===== config.mk =====
export PLATFORM = sky130hd
export DESIGN_NAME = dafir_fir
export DESIGN_NICKNAME = d
export VERILOG_FILES = /design/src/rtl/dafir_pkg.sv /design/src/rtl/dafir_window.sv /design/src/rtl/dafir_subtab.sv /design/src/rtl/dafir_slice.sv /design/src/rtl/dafir_fir.sv
export SDC_FILE = /design/constraint.sdc
export NUM_CORES = 2
export LEC_CHECK = 0
export BUFFER_PORTS_ARGS = -buffer_cell sky130_fd_sc_hd__buf_2
export CAP_MARGIN = 15
export CORE_MARGIN = 2
export CORE_UTILIZATION = 52
export CTS_BUF_LIST = sky130_fd_sc_hd__clkbuf_16
export DETAILED_ROUTE_END_ITERATION = 10
export PLACE_DENSITY = 0.65
export SLEW_MARGIN = 0
export SYNTH_ARGS = -nofsm -noshare
export SYNTH_HDL_FRONTEND = slang
export SYNTH_HIERARCHICAL = 1
export SYNTH_SLANG_ARGS = --single-unit

===== constraint.sdc =====
create_clock -name clk -period 14.8 [get_ports clk]
set_input_delay 2.96 -clock clk [delete_from_list [all_inputs] [get_ports clk]]
set_output_delay 2.96 -clock clk [all_outputs]
set_load 0.005 [all_outputs]

===== src/rtl/dafir_pkg.sv =====
package dafir_pkg;

  localparam int DEF_SMP_W  = 12;
  localparam int DEF_NTAPS  = 16;
  localparam int DEF_COEF_W = 10;
  localparam int DEF_SUB_W  = 4;

  // Default taps, listed from tap 15 down to tap 0.
  localparam logic [DEF_NTAPS*DEF_COEF_W-1:0] DEF_COEFS = {
    10'd3,   10'd9,   10'd20,  10'd38,
    10'd62,  10'd90,  10'd115, 10'd130,
    10'd130, 10'd115, 10'd90,  10'd62,
    10'd38,  10'd20,  10'd9,   10'd3
  };

endpackage


===== src/rtl/dafir_window.sv =====
module dafir_window #(
  parameter int SMP_W = 12,
  parameter int NTAPS = 16,
  localparam int WIN_W = SMP_W * NTAPS
) (
  input  logic             clk,
  input  logic             rst_n,
  input  logic             shift_en,
  input  logic [SMP_W-1:0] smp_in,
  output logic [WIN_W-1:0] win_nxt
);

  logic [WIN_W-1:0] win_q;

  // Sample k (0 = newest) lives at bits k*SMP_W +: SMP_W.
  always_comb begin
    win_nxt = win_q;
    if (shift_en) begin
      win_nxt = {win_q[WIN_W-SMP_W-1:0], smp_in};
    end
  end

  always_ff @(posedge clk or negedge rst_n) begin
    if (!rst_n) begin
      win_q <= '0;
    end else if (shift_en) begin
      win_q <= win_nxt;
    end
  end

endmodule


===== src/rtl/dafir_subtab.sv =====
module dafir_subtab #(
  parameter int ADDR_W = 4,
  parameter int COEF_W = 10,
  parameter int OUT_W  = 14,
  parameter logic [ADDR_W*COEF_W-1:0] COEFS = '0,
  localparam int DEPTH = 1 << ADDR_W
) (
  input  logic [ADDR_W-1:0] addr,
  output logic [OUT_W-1:0]  data
);

  // Entry a is the sum of the coefficients whose address bit is set.
  function automatic logic [OUT_W-1:0] entry_f(input int unsigned a);
    logic [OUT_W-1:0] acc;
    acc = '0;
    for (int m = 0; m < ADDR_W; m++) begin
      if (a[m]) begin
        acc = acc + OUT_W'(COEFS[m*COEF_W +: COEF_W]);
      end
    end
    return acc;
  endfunction

  logic [OUT_W-1:0] rom [DEPTH];

  for (genvar e = 0; e < DEPTH; e++) begin : g_ent
    assign rom[e] = entry_f(e);
  end

  assign data = rom[addr];

endmodule


===== src/rtl/dafir_slice.sv =====
module dafir_slice #(
  parameter int NTAPS   = 16,
  parameter int COEF_W  = 10,
  parameter int SUB_W   = 4,
  parameter int SLICE_W = 14,
  parameter logic [NTAPS*COEF_W-1:0] COEFS = '0,
  localparam int NSUB = NTAPS / SUB_W
) (
  input  logic [NTAPS-1:0]   addr,
  output logic [SLICE_W-1:0] sum
);

  logic [SLICE_W-1:0] part [NSUB];

  for (genvar j = 0; j < NSUB; j++) begin : g_sub
    dafir_subtab #(
      .ADDR_W (SUB_W),
      .COEF_W (COEF_W),
      .OUT_W  (SLICE_W),
      .COEFS  (COEFS[j*SUB_W*COEF_W +: SUB_W*COEF_W])
    ) u_tab (
      .addr (addr[j*SUB_W +: SUB_W]),
      .data (part[j])
    );
  end

  always_comb begin
    sum = '0;
    for (int j = 0; j < NSUB; j++) begin
      sum = sum + part[j];
    end
  end

endmodule


===== src/rtl/dafir_fir.sv =====
module dafir_fir
  import dafir_pkg::*;
#(
  parameter int SMP_W  = DEF_SMP_W,
  parameter int NTAPS  = DEF_NTAPS,
  parameter int COEF_W = DEF_COEF_W,
  parameter int SUB_W  = DEF_SUB_W,
  parameter logic [NTAPS*COEF_W-1:0] COEFS = DEF_COEFS,
  localparam int RES_W = COEF_W + SMP_W + $clog2(NTAPS)
) (
  input  logic             clk,
  input  logic             rst_n,
  input  logic             in_vld,
  input  logic [SMP_W-1:0] in_smp,
  output logic             out_vld,
  output logic [RES_W-1:0] out_res
);

  localparam int WIN_W   = SMP_W * NTAPS;
  localparam int SLICE_W = COEF_W + $clog2(NTAPS);

  logic [WIN_W-1:0]   win_nxt;
  logic [NTAPS-1:0]   slice_addr [SMP_W];
  logic [SLICE_W-1:0] slice_sum  [SMP_W];
  logic [RES_W-1:0]   dot_sum;
  logic [RES_W-1:0]   res_nxt, res_q;
  logic               vld_nxt, vld_q;

  dafir_window #(
    .SMP_W (SMP_W),
    .NTAPS (NTAPS)
  ) u_win (
    .clk      (clk),
    .rst_n    (rst_n),
    .shift_en (in_vld),
    .smp_in   (in_smp),
    .win_nxt  (win_nxt)
  );

  // Transpose: address of slice b gathers bit b of every stored sample.
  for (genvar b = 0; b < SMP_W; b++) begin : g_bit
    for (genvar k = 0; k < NTAPS; k++) begin : g_tap
      assign slice_addr[b][k] = win_nxt[k*SMP_W + b];
    end

    dafir_slice #(
      .NTAPS   (NTAPS),
      .COEF_W  (COEF_W),
      .SUB_W   (SUB_W),
      .SLICE_W (SLICE_W),
      .COEFS   (COEFS)
    ) u_slice (
      .addr (slice_addr[b]),
      .sum  (slice_sum[b])
    );
  end

  // Weight each slice by its bit position and add.
  always_comb begin
    dot_sum = '0;
    for (int b = 0; b < SMP_W; b++) begin
      dot_sum = dot_sum + (RES_W'(slice_sum[b]) << b);
    end
  end

  always_comb begin
    vld_nxt = in_vld;
    res_nxt = res_q;
    if (in_vld) begin
      res_nxt = dot_sum;
    end
  end

  always_ff @(posedge clk or negedge rst_n) begin
    if (!rst_n) begin
      vld_q <= 1'b0;
      res_q <= '0;
    end else begin
      vld_q <= vld_nxt;
      res_q <= res_nxt;
    end
  end

  assign out_vld = vld_q;
  assign out_res = res_q;

endmodule


## Yosys cells after proc, flatten, opt, wreduce, memory -nomap -nowiden

Memories as Yosys holds them, arrays and structs flattened.
Index checks and enable logic that the tools add are counted.

| operators by class | value |
|---|---|
| $add $sub $neg | 47 |
| bitwise operators | 48 |
| mux-type cells | 97 |
| magnitude comparators | 48 |

Operators with widths:

| cell | count |
|---|---|
| $mux 14 | 96 |
| $add 14x14->14 | 36 |
| $ge 5x5->1 const B | 48 |
| $not 4->5 | 48 |
| $mux 192 | 1 |
| $add 26x22->26 | 1 |
| $add 26x23->26 | 1 |
| $add 26x24->26 | 1 |
| $add 26x25->26 | 1 |
| $add 21x21->22 | 1 |
| $add 20x20->21 | 1 |
| $add 19x19->20 | 1 |
| $add 18x18->19 | 1 |
| $add 17x17->18 | 1 |
| $add 16x16->17 | 1 |
| $add 14x15->16 | 1 |

| word-level totals | value |
|---|---|
| ROM bits | 10752 |
| input port bits | 15 |
| flip-flop bits (word level) | 219 |
| memories | 48 |

Memories:

| name | depth | bits a word | rd ports | clocked after memory_dff | wr ports | RTL line | text |
|---|---|---|---|---|---|---|---|
| (name not given) | 16 | 14 | 1 | 0 | 0 | dafir_subtab.sv:30 | `assign data = rom[addr];` |
| (name not given) | 16 | 14 | 1 | 0 | 0 | dafir_subtab.sv:30 |  |
| (name not given) | 16 | 14 | 1 | 0 | 0 | dafir_subtab.sv:30 |  |
| (name not given) | 16 | 14 | 1 | 0 | 0 | dafir_subtab.sv:30 |  |
| (name not given) | 16 | 14 | 1 | 0 | 0 | dafir_subtab.sv:30 |  |
| (name not given) | 16 | 14 | 1 | 0 | 0 | dafir_subtab.sv:30 |  |
| +42 memories | n/a | n/a | n/a | n/a | n/a | n/a |  |

## Logic depth before layout (Yosys ltp)

| logic depth | value |
|---|---|
| word-level depth | 19 |
| depth in mapped cells | 47 |

## Cells and area by module

Netlist, hierarchy kept.

By module, submodules not included:

| module | area each (um2) | seq. area each (um2) | cells each | times used |
|---|---|---|---|---|
| dafir_window | 11010.6 | 4804.6 | 619 | 1 |
| dafir_fir | 5836.8 | 675.6 | 597 | 1 |
| dafir_slice at g_bit[0].u_slice ... | 1392.6 | 0.0 | 176 | 4 |
| dafir_slice at g_bit[3].u_slice ... | 1388.8 | 0.0 | 174 | 4 |
| dafir_slice at g_bit[7].u_slice ... | 1391.3 | 0.0 | 178 | 3 |
| dafir_subtab at g_bit[0].u_slice.g_sub[1].u_tab ... | 326.6 | 0.0 | 47 | 12 |
| dafir_subtab at g_bit[0].u_slice.g_sub[2].u_tab ... | 300.3 | 0.0 | 41 | 12 |
| dafir_subtab at g_bit[0].u_slice.g_sub[3].u_tab ... | 265.3 | 0.0 | 34 | 12 |
| dafir_subtab at g_bit[10].u_slice.g_sub[0].u_tab ... | 239.0 | 0.0 | 36 | 11 |
| dafir_slice at g_bit[2].u_slice | 1408.9 | 0.0 | 176 | 1 |
| dafir_subtab at g_bit[0].u_slice.g_sub[0].u_tab | 269.0 | 0.0 | 37 | 1 |

## Least setup slack after synthesis

OpenSTA, ideal clock, no wires.

| timing path | value |
|---|---|
| kind | input port to flip-flop |
| start | input in_vld |
| end | register res_q[20] (netlist: out_res[20]) |
| required time | 14.675 ns |
| setup slack | 1.731 ns |
| data arrival time | 12.945 ns |
| stages | 43 |
| path through | buf_6 buf_8 buf_8 mux2_4 inv_1 ha_1 xnor2_1 xnor2_1 fa_1 fa_1 ha_1 fa_1 a21oi_1 o22ai_1 nor2_2 o21ai_2 xnor2_1 inv_1 [7 not listed] ha_1 a211oi_1 o21a_1 or3_1 o311a_1 xnor2_1 fa_1 inv_1 fa_1 fa_1 inv_1 ha_1 buf_2 a21o_1 a31o_1 a31o_1 xor2_1 mux2_2 |

RTL lines:

| element | RTL line | text |
|---|---|---|
| start: declaration | dafir_fir.sv:13 | `input logic in_vld,` |
| end signal: assignment | dafir_fir.sv:80 | `res_q <= res_nxt;` |
| end: declaration | dafir_fir.sv:26 | `logic [RES_W-1:0] res_nxt, res_q;` |

==> flow_metrics.py <==
metrics = {
    "status": {
        "status": "complete, no violations",
    },
    "route": {
        "dr.pass1.iters": 5,
        "drc": 0,
        "wl_per_cell_um": 13.26,
        "top_layer": "met4",
        "vias": 30520,
        "antenna_left": 0,
        "wirelength_met1_mm": 39.61,
        "drt_first_iter_violations": 1109,
        "avgViaCountPerCell": 4.843,
        "route.met2.wl_mm": 39.43,
        "met3_wirelength_mm": 2.856,
        "wl_mm": 83.57,
    },
    "cts": {
        "cts_tree": "yes",
        "clk_latency_ps": 640,
        "cts_buffers": 31,
        "clkTransAtPathRegs_ps": 60,
        "clk_path_buf_depth": 3,
        "holdBufCountCts": 0,
        "postCtsResizedCells": 0,
        "postCtsSetupBuffers": 0,
        "cts.sink_count": 219,
        "cts.root.buffer_cell": "clkbuf_16",
        "h-tree-depth": 1,
    },
    "logic_synthesis": {
        "syn_avg_cell_area_um2": 9.029,
        "syn_area_um2": 47160,
        "synth-edff-count": 0,
        "synth_area_leader_cell": "fa_1",
        "synth-async-reset-ratio_pct": 100.0,
        "syn_inst": 5223,
        "synth_seq_cells": 219,
        "synth_top_cell_area_share_pct": 18.04,
        "synth_cell_types": 88,
        "synth_flop_cell": "dfrtp_1",
        "synth_seq_area_share_pct": 11.62,
        "synthTopCellsByArea": "fa_1, ha_1, mux2_4, dfrtp_1, inv_1",
        "synth-warning-count": 6,
    },
    "layout": {
        "fin_util_pct": 52.53,
        "drive_above_1_share_pct": 13.44,
        "nets": 6057,
        "multi_input_area_um2": 34310,
        "seq_area_um2": 5480,
        "final_cell_mix": "inv_1, ha_1, fa_1",
        "fill_cells": 8481,
        "final_common_cell": "inv_1",
        "areaGrowthSynthToFinish_pct": 0.2573,
        "n_antenna_cell": 0,
    },
    "floorplanning": {
        "core_um2": 90010,
        "ioPinCount": 42,
        "rows": 110,
        "fp.dieH_um": 305.2,
        "die-area_um2": 93120,
        "die_w_um": 305.2,
        "initial_utilization_pct": 52.39,
    },
    "global_route": {
        "grt_start_max_net_pins": 67,
        "grt_usage_pct": 18.38,
        "grt_antenna_before_repair": 1,
        "overflow": 0,
        "grt_pass1_wl_mm": 144.4,
        "grt_pass1_vias": 30230,
    },
    "setup_path": {
        "rr_startpoint": "u_win/win_q[62]$_DFFE_PN0P_",
        "cp_slowest_cell": "fa_1",
        "start_kind": "input pin",
        "r2r_slack_ps": 3960,
        "timing.critical_path.required_ps": 15330,
        "crit_path_frequent_cell": "fa_1",
        "cp_slowest_stage_delay_ps": 550,
        "cp-end-kind": "flip-flop",
        "ff2ff_path_depth": 37,
        "worst_ep_arrival_time_ps": 13900,
        "criticalPathCategory": "in2reg",
        "regToRegEndpoint": "out_res[20]$_DFFE_PN0P_",
        "path_max_fanout": 40,
    },
    "flow_run": {
        "cap_viol_max_count": 0,
    },
    "sta": {
        "rsz0062_at_grt": "no",
        "slew_headroom_pct": 41.04,
        "final-hold-violation-count": 0,
        "fmax_mhz": 74.81,
        "setup_viol": 0,
        "drv_slew": 0,
        "period_needed_ps": 13370,
        "setup_slack_ps": 1432,
        "tightest_slew_ps": 884.3,
        "finalCritPeriodShare_pct": 90.32,
        "fin_skew_ps": 48.81,
        "fin_setup_tns_ps": 0,
    },
    "place": {
        "io_buffers": 41,
        "hpwl_mm": 69.29,
        "dp_slack_ps": 798.4,
        "gp_congestion": 0.8509,
    },
    "min_path": {
        "min_path_cells": 1,
        "worstHoldPathType": "reg2reg",
        "holdPathEnd": "out_res[13]$_DFFE_PN0P_",
        "hold_start": "out_res[13]$_DFFE_PN0P_",
    },
}
## worst max-delay path: cells and delay by family
kind / cells / cell delay (ps)
XOR/XNOR: 3 / 640
multiplexers: 2 / 620
AO/OA/AOI/OAI: 9 / 1960
adder cells (fa/ha/maj): 13 / 6020
AND/OR/NAND/NOR: 3 / 480
buffers and inverters: 10 / 1170
## cell families after synthesis
logic type                 after synthesis  synth area share (%)
buffers and inverters                 1675                 17.54
adders and majority gates              941                 31.73
and+or+nand+nor                        806                 8.660
AOI/OAI and AO/OA                      796                 10.64
muxes                                  494                 14.89
xor gates and xnor gates               244                 4.532
DFF                                    219                 11.62
other                                   48                0.3820
## synth_stat cells (57+ instances only)
library cell,n
dfrtp_1,219
a21oi_1,274
fa_1,425
inv_1,1195
mux2_4,372
nor2_1,194
nor3_1,62
buf_6,80
nand2_1,192
o21ai_0,181
buf_4,315
nand3_1,57
mux2i_1,59
xnor2_1,193
nor2b_1,87
ha_1,516
## routing by layer
metal  vias up  global-route usage [%]
met3        81                   2.531
met1     14500                   25.01
met2       294                   31.43
met4         0                   3.357
met5         -                       0
li1      15640                       -
## how the worst max path moves through the flow
stage / start / to / cells after the start
2_1_floorplan: in_vld / out_res[20]$_DFFE_PN0P_ / 43
3_3_place_gp: in_vld / out_res[15]$_DFFE_PN0P_ / 40
3_5_place_dp: in_vld / out_res[15]$_DFFE_PN0P_ / 40
4_1_cts: in_vld / out_res[15]$_DFFE_PN0P_ / 40
5_1_grt: in_vld / out_res[15]$_DFFE_PN0P_ / 40
6_report: in_vld / out_res[15]$_DFFE_PN0P_ / 40
## stage by stage
step | cell area (um2) | std cells | hold WS [ps]
2_1_floorplan | 48060 | 5463 | 473.9
3_3_place_gp | 46250 | 6244 | 474.9
3_5_place_dp | 46250 | 6244 | 467.2
4_1_cts | 47280 | 6302 | 491.5
5_1_grt | 47280 | 6302 | 520.1
6_report | 47280 | 6302 | 485.1
## registers in the layout (all words and copies together), names as in the netlist
name         flops
out_res         26
out_vld          1
u_win/win_q    192
## area by class of cell
type                    count  area share, %
multi-input cells        3569          72.56
flip-flops and latches    219          11.59
inverters                1216          9.654
well taps                1176          3.112
clock buffers              31          1.641
repair buffers             64         0.8945
clock inverters            27         0.5478
Power is not shown: default switching activity piles up to over one toggle a cycle in this logic, so the estimate is an artifact.
